==> config.mk <==
export PLATFORM = sky130hd
export DESIGN_NAME = mesi_line_ctrl
export DESIGN_NICKNAME = d
export VERILOG_FILES = /design/src/rtl/mesi_pkg.sv /design/src/rtl/mesi_evt_pick.sv /design/src/rtl/mesi_step_logic.sv /design/src/rtl/mesi_wb_seq.sv /design/src/rtl/mesi_line_ctrl.sv
export SDC_FILE = /design/constraint.sdc
export NUM_CORES = 1
export LEC_CHECK = 0
export BUFFER_PORTS_ARGS = -buffer_cell sky130_fd_sc_hd__buf_2
export CAP_MARGIN = 20
export CORE_MARGIN = 1
export CORE_UTILIZATION = 30
export DETAILED_ROUTE_END_ITERATION = 6
export SYNTH_ARGS = -nofsm -noshare
export SYNTH_HDL_FRONTEND = slang
export SYNTH_HIERARCHICAL = 1
export SYNTH_SLANG_ARGS = --single-unit
==> constraint.sdc <==
create_clock -name clk -period 2.8 [get_ports clk]
set_input_delay 0 -clock clk [delete_from_list [all_inputs] [get_ports clk]]
set_output_delay 0 -clock clk [all_outputs]
set_load 0.01 [all_outputs]
==> src/rtl/mesi_pkg.sv <==
package mesi_pkg;

  // Two-bit line state; the encoding is visible on state_o.
  typedef enum logic [1:0] {
    ST_I = 2'b00,
    ST_S = 2'b01,
    ST_E = 2'b10,
    ST_M = 2'b11
  } line_st_e;

  // Event bit positions; a higher index has higher priority.
  localparam int EVN      = 5;
  localparam int EV_FLUSH = 0;
  localparam int EV_LRD   = 1;
  localparam int EV_LWR   = 2;
  localparam int EV_RRD   = 3;
  localparam int EV_RWR   = 4;

  typedef struct packed {
    line_st_e nxt;      // state after the event (after writeback if needed)
    logic     need_wb;  // dirty data must reach memory first
    logic     hit;
    logic     miss;
    logic     inval;
  } step_t;

endpackage

==> src/rtl/mesi_evt_pick.sv <==
module mesi_evt_pick #(
  parameter int N = 5
) (
  input  logic [N-1:0] req_i,
  output logic [N-1:0] gnt_o
);

  // Fixed priority: the highest set index wins.
  logic found;

  always_comb begin
    gnt_o = '0;
    found = 1'b0;
    for (int i = N - 1; i >= 0; i--) begin
      if (req_i[i] && !found) begin
        gnt_o[i] = 1'b1;
        found    = 1'b1;
      end
    end
  end

endmodule

==> src/rtl/mesi_step_logic.sv <==
module mesi_step_logic
  import mesi_pkg::*;
(
  input  line_st_e         st_i,
  input  logic [EVN-1:0]   gnt_i,
  input  logic             shared_i,
  output step_t            step_o
);

  always_comb begin
    step_o.nxt     = st_i;
    step_o.need_wb = 1'b0;
    step_o.hit     = 1'b0;
    step_o.miss    = 1'b0;
    step_o.inval   = 1'b0;
    if (gnt_i[EV_LRD]) begin
      if (st_i == ST_I) begin
        step_o.miss = 1'b1;
        step_o.nxt  = shared_i ? ST_S : ST_E;
      end else begin
        step_o.hit = 1'b1;
      end
    end else if (gnt_i[EV_LWR]) begin
      step_o.nxt   = ST_M;
      step_o.miss  = (st_i == ST_I);
      step_o.hit   = (st_i != ST_I);
      step_o.inval = (st_i == ST_I) || (st_i == ST_S);
    end else if (gnt_i[EV_RRD]) begin
      case (st_i)
        ST_M: begin
          step_o.need_wb = 1'b1;
          step_o.nxt     = ST_S;
        end
        ST_E, ST_S: step_o.nxt = ST_S;
        default:    step_o.nxt = ST_I;
      endcase
    end else if (gnt_i[EV_RWR]) begin
      step_o.need_wb = (st_i == ST_M);
      step_o.nxt     = ST_I;
    end else if (gnt_i[EV_FLUSH]) begin
      if (st_i == ST_M) begin
        step_o.need_wb = 1'b1;
        step_o.nxt     = ST_E;
      end
    end
  end

endmodule

==> src/rtl/mesi_wb_seq.sv <==
module mesi_wb_seq #(
  parameter int N = 5
) (
  input  logic         clk,
  input  logic         rst_n,
  input  logic         start_i,
  input  logic [N-1:0] gnt_i,
  input  logic         done_i,
  output logic         busy_o,
  output logic [N-1:0] held_o
);

  typedef enum logic {SQ_IDLE = 1'b0, SQ_WAIT = 1'b1} seq_e;
  seq_e sq_q;

  always_ff @(posedge clk) begin
    if (!rst_n) begin
      sq_q   <= SQ_IDLE;
      held_o <= '0;
    end else if (sq_q == SQ_IDLE) begin
      if (start_i) begin
        sq_q   <= SQ_WAIT;
        held_o <= gnt_i;
      end
    end else if (done_i) begin
      sq_q   <= SQ_IDLE;
      held_o <= '0;
    end
  end

  assign busy_o = (sq_q == SQ_WAIT);

  // the pending phase is left only through writeback-done
  a_r7_wait_for_done: assert property (@(posedge clk) disable iff (!rst_n)
    (busy_o && !done_i) |=> busy_o);

  // the parked event is one-hot while waiting
  a_r7_held_onehot: assert property (@(posedge clk) disable iff (!rst_n)
    busy_o |-> $onehot(held_o));

endmodule

==> src/rtl/mesi_line_ctrl.sv <==
module mesi_line_ctrl
  import mesi_pkg::*;
(
  input  logic           clk,
  input  logic           rst_n,
  input  logic [4:0]     ev_i,
  input  logic           shared_i,
  input  logic           wb_done_i,
  output logic [4:0]     ack_o,
  output logic [1:0]     state_o,
  output logic           wb_req_o,
  output logic           inval_o,
  output logic           hit_o,
  output logic           miss_o
);

  line_st_e       st_q;
  logic [EVN-1:0] gnt;
  logic [EVN-1:0] held;
  logic [EVN-1:0] gnt_eff;
  logic           busy;
  logic           accept;
  logic           start;
  step_t          step;

  mesi_evt_pick #(.N(EVN)) u_pick (
    .req_i (ev_i),
    .gnt_o (gnt)
  );

  assign gnt_eff = busy ? held : gnt;

  mesi_step_logic u_step (
    .st_i     (st_q),
    .gnt_i    (gnt_eff),
    .shared_i (shared_i),
    .step_o   (step)
  );

  assign start  = !busy && (|gnt) && step.need_wb;
  assign accept = busy ? wb_done_i : ((|gnt) && !step.need_wb);

  mesi_wb_seq #(.N(EVN)) u_seq (
    .clk     (clk),
    .rst_n   (rst_n),
    .start_i (start),
    .gnt_i   (gnt),
    .done_i  (wb_done_i),
    .busy_o  (busy),
    .held_o  (held)
  );

  always_ff @(posedge clk) begin
    if (!rst_n)      st_q <= ST_I;
    else if (accept) st_q <= step.nxt;
  end

  assign ack_o    = accept ? gnt_eff : '0;
  assign hit_o    = accept && step.hit;
  assign miss_o   = accept && step.miss;
  assign inval_o  = accept && step.inval;
  assign wb_req_o = busy;
  assign state_o  = st_q;

  // reset lands in Invalid
  a_r1_reset_invalid: assert property (@(posedge clk)
    !rst_n |=> (st_q == ST_I));

  // never more than one acknowledge
  a_r11_one_ack: assert property (@(posedge clk) disable iff (!rst_n)
    $onehot0(ack_o));

  // nothing is acknowledged while a writeback is outstanding
  a_r12_quiet_while_wait: assert property (@(posedge clk) disable iff (!rst_n)
    (wb_req_o && !wb_done_i) |-> (ack_o == '0));

  // an accepted local write leaves the line Modified
  a_r3_write_to_m: assert property (@(posedge clk) disable iff (!rst_n)
    ack_o[EV_LWR] |=> (st_q == ST_M));

  // an accepted snooped write leaves the line Invalid
  a_r8_snoop_write_to_i: assert property (@(posedge clk) disable iff (!rst_n)
    ack_o[EV_RWR] |=> (st_q == ST_I));

  // a snooped read on a valid line ends Shared
  a_r6_snoop_read_to_s: assert property (@(posedge clk) disable iff (!rst_n)
    (ack_o[EV_RRD] && st_q != ST_I) |=> (st_q == ST_S));

  // Invalid ignores snooped traffic
  a_r9_invalid_ignores: assert property (@(posedge clk) disable iff (!rst_n)
    (st_q == ST_I && (ack_o[EV_RRD] || ack_o[EV_RWR])) |=> (st_q == ST_I));

  // flushing a dirty line leaves it Exclusive
  a_r10_flush_to_e: assert property (@(posedge clk) disable iff (!rst_n)
    (ack_o[EV_FLUSH] && st_q == ST_M) |=> (st_q == ST_E));

  // an invalidate only accompanies a local write
  a_r5_inval_with_write: assert property (@(posedge clk) disable iff (!rst_n)
    inval_o |-> ack_o[EV_LWR]);

  // a stray writeback-done with no event changes nothing
  a_r13_stray_done: assert property (@(posedge clk) disable iff (!rst_n)
    (!wb_req_o && ev_i == '0) |=> $stable(st_q));

endmodule

==> results of run 1 <==
[stage by stage]
| step | hold WS (ns) | instance area (um^2) | cells |
|---|---|---|---|
| global route | 0.06972 | 780.7 | 126 |
| global placement | 0.3011 | 758.2 | 123 |
| detailed placement | 0.3006 | 758.2 | 123 |
| finish | 0.04083 | 780.7 | 126 |
| floorplan | 0.1455 | 645.6 | 80 |
| CTS | 0.03266 | 780.7 | 126 |
[cell usage in the layout, fill, tap and decap left out, types with 2 or more instances in the layout]
cell,Yosys,routed
nor2_1,8,8
nor3b_1,2,2
clkbuf_4,0,3
nand2b_1,4,4
o22ai_1,5,5
nand2_1,15,15
mux2_2,5,5
and2b_2,5,5
inv_1,4,4
mux2i_1,2,2
dfxtp_1,8,8
buf_2,1,19
[metal layers]
metal	vias up	routed length [um]
met3	0	67
met4	0	0
met5	-	0
met2	16	562
met1	278	651
li1	321	-
[report_power, final]
| part | switching [uW] | internal (uW) |
|---|---|---|
| registers | 3.42 | 116 |
| logic | 30.1 | 27.7 |
| clock network | 35.7 | 48.8 |
[how the worst max path moves through the flow]
stage / startpoint / end / slack [ns] / depth (start not counted)
global route: u_seq/busy_o$_SDFF_PN0_ / ack_o[3] / 0.31 / 7
CTS: u_seq/busy_o$_SDFF_PN0_ / ack_o[4] / 0.41 / 7
detailed placement: u_seq/busy_o$_SDFF_PN0_ / u_seq/held_o[3]$_SDFFE_PN0P_ / 0.53 / 7
finish: u_seq/busy_o$_SDFF_PN0_ / ack_o[4] / 0.44 / 7
floorplan: u_seq/busy_o$_SDFF_PN0_ / u_seq/held_o[4]$_SDFFE_PN0P_ / 0.57 / 8
global placement: u_seq/busy_o$_SDFF_PN0_ / u_seq/held_o[1]$_SDFFE_PN0P_ / 0.55 / 7
[layout make-up]
class                           instances  share of cell area (%)
Timing Repair Buffer                   19                   12.18
Sequential cell                         8                   20.51
Multi-Input combinational cell         65                   58.17
Inverter                                4                   1.923
Tap cell                               27                   4.327
Clock buffer                            3                   2.885
[sequential cells by signal, summed over array words and instances, names as in the netlist]
| name | flops |
|---|---|
| state_o | 2 |
| u_seq/held_o | 5 |
| u_seq/busy_o | 1 |
[logic make-up after synthesis]
group           count (synthesis)  synth area share [%]
simple gates                   43                 38.18
compound gates                 14                 18.02
mux                             8                 14.15
flops                           8                 24.81
buf+inv                         7                 4.843
[worst reg2reg max path: cells and delay by family, from the launching register on]
kind | cells | cell delay (ns)
muxes | 1 | 0.44
DFF | 1 | 0.57
AOI/OAI and AO/OA | 2 | 0.41
and+or+nand+nor | 4 | 0.81
==> results.py, run 1 <==
metrics = {
    "synth": {
        "yosysMostFrequentCell": "nand2_1",
        "syn_nets": 89,
        "syn_area_um2": 645.6,
        "ys_warn_count": 6,
        "yosysSeqAreaShare_pct": 24.81,
        "ys.flop_type": "dfxtp_1",
        "synthArstFlopShare_pct": 0,
        "synth_top_area_share_pct": 24.81,
        "synth_area_per_cell_um2": 8.070,
        "syn_inst": 80,
        "synth_area_leaders": "dfxtp_1, mux2_2, nand2_1, and2b_2, o22ai_1",
        "ys_types": 32,
        "synth-edff-count": 0,
        "synth-seq-cells": 8,
        "ys_top_cells_by_count": "nand2_1, dfxtp_1, nor2_1",
        "synth_top_cell_by_area": "dfxtp_1",
    },
    "cells_and_area": {
        "layout.nets": 110,
        "diodes": 0,
        "multiInputGateArea_um2": 454.2,
        "areaGrowthSynthToFinish_pct": 20.93,
        "drive_gt1_share_pct": 39.39,
        "seq_area_um2": 160.2,
        "nFillCells": 215,
        "utilization_pct": 39.00,
    },
    "hold_path": {
        "whs_path_depth": 3,
        "hp-start": "wb_done_i",
        "holdPathEnd": "u_seq/busy_o$_SDFF_PN0_",
        "hold_path.class": "in -> reg",
    },
    "worst_setup_path": {
        "r2r_start": "u_seq/busy_o$_SDFF_PN0_",
        "regToRegSetupSlack_ns": 0.49,
        "crit_chain": "mux2_2, or2_1, o2111a_1, nand2b_1, o211ai_4, and2b_2, buf_2",
        "critical-path-slowest-cell": "dfxtp_1",
        "critPathRequiredTime_ns": 2.80,
        "cp-start-kind": "flip-flop",
        "cpPeakStageDelay_ns": 0.57,
        "r2r_cells": 7,
        "rr_endpoint": "u_seq/held_o[3]$_SDFFE_PN0P_",
        "arrival_ns": 2.36,
        "critical_path_class": "reg -> out",
        "worst-path-buf-inv": 1,
        "crit_family": "simple AND/OR/NAND/NOR gates",
        "cp-end-kind": "output port",
        "crit_fanout": 13,
    },
    "clocking": {
        "postCtsSetupRepairBufs": 0,
        "hold_buffers": 0,
        "cts_tree": "done",
        "ctsHtreeMaxLevel": 1,
        "cts_resized": 0,
        "cts.sinks": 8,
        "worstSkewPairLatency_ns": 0.25,
        "root_buffer": "clkbuf_4",
        "cts_made_buffers": 3,
        "clk_pin_slew_ns": 0.05,
        "clockBufferDepth": 2,
    },
    "pwr": {
        "p_leak_uw": 0.0003445,
        "peakVddDrop_mv": 0.1512,
        "power.density_mw_per_mm2": 334.9,
        "fin_total_pwr_uw": 261.4,
    },
    "drt": {
        "drtIter0Drc": 18,
        "via_per_inst": 4.881,
        "num_vias": 615,
        "post_drt_wl_per_cell_um": 10.17,
        "antenna_left": 0,
        "route.detailed.drc": 0,
        "first_pass_iters": 4,
        "routed_wl_um": 1281,
    },
    "global_route": {
        "grtUsageMet3_pct": 2.830,
        "grt_pass1_vias": 516,
        "overflow": 0,
        "grt_max_degree": 16,
        "busiest_layer": "met2",
        "grt_pass1_wl_um": 2242,
        "grtUsageMet1_pct": 16.63,
        "grt_usage_pct": 12.21,
        "grt_use_met2_pct": 17.37,
        "grt_antenna_before_repair": 0,
    },
    "sta": {
        "period_minus_slack_ns": 2.361,
        "worst_pin_slew_ns": 0.4217,
        "fin_crit_sh_pct": 84.32,
        "finalClockSkew_ns": 0.0002106,
        "setup_tns_ns": 0,
        "hold_viol": 0,
        "fmax_mhz": 423.6,
        "layout_setup_ws_ns": 0.4392,
        "rsz0062_at_grt": "false",
        "relSlewSlack_pct": 71.85,
        "setup_violations": 0,
        "slew_violations": 0,
    },
    "run": {
        "drv_cap": 0,
    },
    "placement": {
        "dp_slack_ns": 0.5282,
        "gp_congestion": 0.7421,
        "port_buffers": 19,
        "place_hpwl_um": 1004,
    },
    "floorplanning": {
        "dieWidth_um": 48.39,
        "dieArea_mm2": 0.002342,
        "coreArea_mm2": 0.002002,
        "start_util_pct": 32.25,
        "std_cell_rows": 16,
        "pin_count": 20,
        "die_h_um": 48.39,
    },
    "outcome": {
        "outcome": "completed",
    },
}
No activity file was read; power rests on OpenSTA's default activity.
==> run 2, diff against run 1 <==
==> constraint.sdc (replaced) <==
create_clock -name clk -period 2.2 [get_ports clk]
set_input_delay 0 -clock clk [delete_from_list [all_inputs] [get_ports clk]]
set_output_delay 0 -clock clk [all_outputs]
set_load 0.01 [all_outputs]
==> run 2 against run 1 <==
Net effect:
- final area rose by 8.3%
- cell count increased by 4.0%
- first-iteration DRC count fell by 17%
- core utilization rose by 3.2 points
- critical endpoint is now ack_o[3]
- flip-flop and latch count did not move
- hold slack got worse by 0.0034 ns
- critical path type unchanged
- via count grew 6.5%
- clock power rose by 29%
- setup slack worse by 0.35 ns
- critical path depth unchanged
- global-route usage up 1.6 points
- combinational power increased by 45%
==> results.py, run 2 (same netlist as run 1, synthesis figures left out) <==
metrics = {
    "outcome": {
        "outcome": "completed",
    },
    "cells_and_area": {
        "final_cell_mix": "buf_2, nand2_1, nor2_1, dfxtp_1",
        "regMostFlops": "u_seq/held_o",
        "design_area_um2": 845.8,
        "final_cell_count_no_fill": 131,
        "final_common_cell": "buf_2",
        "largest_reg_flops": 5,
        "nFillCells": 205,
        "layout.nets": 115,
        "diodes": 0,
        "drive_gt1_share_pct": 45.19,
        "areaGrowthSynthToFinish_pct": 31.01,
    },
    "worst_setup_path": {
        "critical_path_class": "reg -> out",
        "cp-end-kind": "output port",
        "critPathRequiredTime_ns": 2.20,
        "cp-start-kind": "flip-flop",
        "startpoint": "u_seq/busy_o$_SDFF_PN0_",
        "r2r_start": "u_seq/busy_o$_SDFF_PN0_",
        "crit_fanout": 7,
        "regToRegSetupSlack_ns": 0.11,
        "rr_endpoint": "u_seq/held_o[4]$_SDFFE_PN0P_",
        "r2r_cells": 8,
        "arrival_ns": 2.11,
        "endpoint": "ack_o[3]",
    },
    "sta": {
        "worst_pin_slew_ns": 0.3272,
        "layout_setup_ws_ns": 0.09098,
        "setup_violations": 0,
        "rsz0062_at_grt": "false",
        "slew_violations": 0,
        "fmax_mhz": 474.2,
        "period_minus_slack_ns": 2.109,
        "hold_viol": 0,
        "relSlewSlack_pct": 78.00,
        "finalClockSkew_ns": 0.01035,
        "setup_tns_ns": 0,
        "fin_crit_sh_pct": 95.86,
    },
    "drt": {
        "num_vias": 655,
        "route.detailed.drc": 0,
        "drtIter0Drc": 15,
        "via_per_inst": 5.000,
        "first_pass_iters": 4,
        "routed_wl_um": 1624,
        "post_drt_wl_per_cell_um": 12.40,
        "antenna_left": 0,
    },
    "hold_path": {
        "hold_path.class": "in -> reg",
    },
    "pwr": {
        "p_leak_uw": 0.0003734,
        "peakVddDrop_mv": 0.1817,
        "power.density_mw_per_mm2": 406.4,
        "fin_total_pwr_uw": 343.7,
    },
    "floorplanning": {
        "start_util_pct": 32.25,
        "coreArea_mm2": 0.002002,
        "die_h_um": 48.39,
        "pin_count": 20,
        "dieArea_mm2": 0.002342,
        "std_cell_rows": 16,
        "dieWidth_um": 48.39,
    },
    "placement": {
        "placed_cell_area_um2": 773.2,
        "dp_cells": 125,
        "place_hpwl_um": 1154,
        "gp_congestion": 0.8097,
        "dp_slack_ns": 0.1591,
        "port_buffers": 19,
    },
    "clocking": {
        "root_buffer": "clkbuf_4",
        "clk_pin_slew_ns": 0.06,
        "hold_buffers": 0,
        "clockBufferDepth": 2,
        "worstSkewPairLatency_ns": 0.25,
        "cts_tree": "done",
        "ctsHtreeMaxLevel": 1,
        "cts.sinks": 8,
        "cts_made_buffers": 3,
    },
    "global_route": {
        "overflow": 0,
        "grt_pass1_vias": 620,
        "grt_antenna_before_repair": 0,
        "grt_usage_pct": 13.84,
        "grt_pass1_wl_um": 2511,
        "grt_max_degree": 16,
    },
    "run": {
        "drv_cap": 0,
    },
}
-- run 2: worst max-delay path, cell delays in order, from the launching register on --
cell and delay [ns]:
dfxtp_4 0.38, mux2_2 0.36, or2_4 0.27, o2111a_1 0.28
nand2b_4 0.12, o211ai_4 0.11, and2b_2 0.23, buf_2 0.12
-- run 2: metrics by stage --
step / hold WS [ns] / util (%)
floorplan: 0.1455 / -
global route: 0.05011 / 42.25
finish: 0.03747 / 42.25
CTS: 0.04009 / 39.81
detailed placement: 0.3175 / 38.63
global placement: 0.3116 / 38.63
-- run 2: cell type report --
type                       count  area [um^2]  share of cell area (%)
multi-input combinational     66        485.5                   57.40
timing repair buffer          23        125.1                   14.79
tap                           27        33.78                   3.994
inverter                       4        15.01                   1.775
clock buffer                   3        22.52                   2.663
sequential                     8        163.9                   19.38
-- run 2: how the worst min path moves through the flow --
stage / from / cells after the start / end / slack [ns]
final: wb_done_i / 3 / u_seq/busy_o$_SDFF_PN0_ / 0.04
after global routing: wb_done_i / 3 / u_seq/busy_o$_SDFF_PN0_ / 0.05
after CTS: wb_done_i / 3 / u_seq/busy_o$_SDFF_PN0_ / 0.04
after detailed placement: wb_done_i / 3 / u_seq/busy_o$_SDFF_PN0_ / 0.32
after global placement: wb_done_i / 3 / u_seq/busy_o$_SDFF_PN0_ / 0.31
after floorplan: rst_n / 2 / state_o[0]$_SDFFE_PN0P_ / 0.15
-- run 2: report_power, final --
part           switching (uW)  internal [uW]  leakage (uW)
sequential               4.66            146     0.0000654
combinational            43.3           40.3      0.000294
clock                    47.2           62.2     0.0000138
total                    95.1            249      0.000373
-- run 2: repair_timing --
action,in CTS,in global routing
endpoints found under the setup margin,5,6
buffers inserted,0,2
gates resized for setup,1,4
gates cloned,0,1
pin swaps,0,2
-- run 2: per-layer routing --
layer	global-route usage [%]	wire, um
met1	14.62	709
met4	11.76	35
met3	1.887	98
met2	24.18	781
met5	0	0
==> run 3, diff against run 2 <==
==> constraint.sdc (replaced) <==
create_clock -name clk -period 2.2 [get_ports clk]
set_input_delay 0.22 -clock clk [delete_from_list [all_inputs] [get_ports clk]]
set_output_delay 0.22 -clock clk [all_outputs]
set_load 0.01 [all_outputs]
==> run 3 against run 2 <==
Net effect:
- register-to-register slack better by 0.05 ns
- clock skew down 0.0041 ns
- the run now ends with negative setup slack left
- final area up 9.9%
- largest power group unchanged
- first-iteration DRC count down 53%
==> results.py, run 3 (same netlist as run 1, synthesis figures left out) <==
metrics = {
    "outcome": {
        "outcome": "finished, violations left",
        "violations": "negative setup slack",
    },
    "hold_path": {
        "hold_path.class": "in -> reg",
    },
    "clocking": {
        "clockBufferDepth": 2,
        "clk_pin_slew_ns": 0.06,
        "cts.sinks": 8,
        "hold_buffers": 0,
        "worstSkewPairLatency_ns": 0.25,
        "cts_made_buffers": 3,
        "cts_tree": "done",
        "ctsHtreeMaxLevel": 1,
        "root_buffer": "clkbuf_4",
    },
    "drt": {
        "first_pass_iters": 4,
        "via_per_inst": 4.869,
        "route.detailed.drc": 0,
        "routed_wl_um": 1729,
        "drtIter0Drc": 7,
        "antenna_left": 0,
        "num_vias": 667,
        "post_drt_wl_per_cell_um": 12.62,
    },
    "worst_setup_path": {
        "crit_chain": "mux2_4, or2_4, o2111a_1, nand2b_4, o211ai_4, and2b_2, buf_6",
        "critical-path-slowest-cell": "dfxtp_4",
        "critical_path_class": "reg -> out",
        "cp-start-kind": "flip-flop",
        "crit_fanout": 7,
        "cpPeakStageDelay_ns": 0.39,
        "cp-end-kind": "output port",
        "critPathRequiredTime_ns": 1.98,
        "arrival_ns": 2.03,
    },
    "floorplanning": {
        "dieArea_mm2": 0.002342,
        "coreArea_mm2": 0.002002,
        "std_cell_rows": 16,
        "dieWidth_um": 48.39,
        "pin_count": 20,
        "start_util_pct": 32.25,
        "die_h_um": 48.39,
    },
    "run": {
        "drv_cap": 0,
    },
    "cells_and_area": {
        "regMostFlops": "u_seq/held_o",
        "nFillCells": 213,
        "diodes": 0,
        "largest_reg_flops": 5,
        "utilization_pct": 46.44,
        "final_cell_mix": "nand2_1, buf_2, buf_4, nor2_1, dfxtp_1",
        "final_common_cell": "nand2_1",
        "areaGrowthSynthToFinish_pct": 43.99,
        "layout.nets": 121,
        "drive_gt1_share_pct": 48.18,
    },
    "global_route": {
        "overflow": 0,
        "grt_pass1_wl_um": 3015,
        "grt_usage_pct": 16.64,
        "grt_max_degree": 16,
        "grt_antenna_before_repair": 0,
        "grt_pass1_vias": 659,
    },
    "sta": {
        "layout_setup_ws_ns": -0.05268,
        "fmax_mhz": 443.9,
        "period_minus_slack_ns": 2.253,
        "fin_crit_sh_pct": 102.4,
        "hold_viol": 0,
        "finalClockSkew_ns": 0.006219,
        "worst_pin_slew_ns": 0.3491,
        "setup_violations": 6,
        "relSlewSlack_pct": 76.68,
        "rsz0062_at_grt": "true",
        "slew_violations": 0,
    },
    "pwr": {
        "fin_total_pwr_uw": 360.0,
        "p_seq_share_pct": 42.0,
        "power_frac_clock_pct": 30.8,
        "peakVddDrop_mv": 0.3320,
        "power_switching_share_pct": 27.61,
        "power.density_mw_per_mm2": 387.2,
        "power_frac_comb_pct": 27.2,
        "p_leak_uw": 0.0004180,
        "p_switching_uw": 99.39,
        "internal-power_uw": 260.6,
    },
    "placement": {
        "gp_congestion": 0.7895,
        "port_buffers": 19,
        "place_hpwl_um": 1126,
    },
}
## run 3: changes by cell type in the layout (fill, tap and decap cells not counted)
| cell | change |
|---|---|
| nor2_2 | -1 |
| buf_4 | +6 |
| buf_6 | +5 |
| o211ai_4 | -1 |
| mux2_2 | -3 |
| mux2_4 | +3 |
| nor2_4 | +1 |
| o211ai_2 | +1 |
| buf_2 | -5 |
## run 3: worst paths after layout
check	from	to	slack [ns]	cells after the start
worst min register to register	u_seq/held_o[2]$_SDFFE_PN0P_	u_seq/held_o[2]$_SDFFE_PN0P_	0.47	2
worst max-delay path	u_seq/busy_o$_SDFF_PN0_	ack_o[0]	-0.05	7
worst min-delay path	wb_done_i	u_seq/busy_o$_SDFF_PN0_	0.25	3
worst max register to register	u_seq/busy_o$_SDFF_PN0_	u_seq/held_o[4]$_SDFFE_PN0P_	0.16	8
## run 3: through the flow
| step | hold slack, ns | setup slack [ns] | cells | instance area [um^2] | TNS [ns] |
|---|---|---|---|---|---|
| floorplan | 0.3655 | 0.01027 | 80 | 646.9 | 0 |
| global placement | 0.4600 | 0.05710 | 126 | 780.7 | 0 |
| detailed placement | 0.4642 | -0.004457 | 126 | 780.7 | -0.004457 |
| CTS | 0.2501 | -0.03043 | 135 | 912.1 | -0.1280 |
| global route | 0.2567 | -0.1210 | 137 | 929.6 | -0.8319 |
| finish | 0.2503 | -0.05268 | 137 | 929.6 | -0.1731 |
## run 3: metal layers
layer  share of wire (%)  GRT usage, %  wire length, um
met3                 1.9         3.145               33
met5                   0             0                0
met2                  50         30.05              867
met1                  47         19.50              815
met4                0.69         5.882               12
## run 3: critical path: cells and delay by family (launching register included)
kind | cells | cell delay [ns]
AO/OA/AOI/OAI | 2 | 0.37
buffers and inverters | 1 | 0.10
AND/OR/NAND/NOR | 3 | 0.60
multiplexers | 1 | 0.32
flip-flops | 1 | 0.39
## run 3: area by class of cell
type / instances / area, um^2 / area share, %
well taps: 27 / 33.78 / 3.634
inverters: 4 / 15.01 / 1.615
repair buffers: 29 / 201.4 / 21.67
clock buffers: 3 / 22.52 / 2.423
multi-input cells: 66 / 493.0 / 53.03
flip-flops and latches: 8 / 163.9 / 17.63
## run 3: power groups by stage
stage | Clock (uW) | Sequential [uW] | Combinational [uW]
after global routing | 130 | 152 | 107
after global placement | 0 | 155 | 74.5
after CTS | 118 | 151 | 91.9
after detailed placement | 0 | 155 | 75.9
final | 111 | 151 | 98.0
after floorplan | 0 | 155 | 49.5
## run 3: what timing repair did
| item | 4_1_cts | 5_1_grt |
|---|---|---|
| gates resized for setup | 12 | 1 |
| gates cloned | 1 | 0 |
| endpoints found under the setup margin | 8 | 8 |
| pin swaps | 4 | 3 |
| buffers inserted | 5 | 2 |
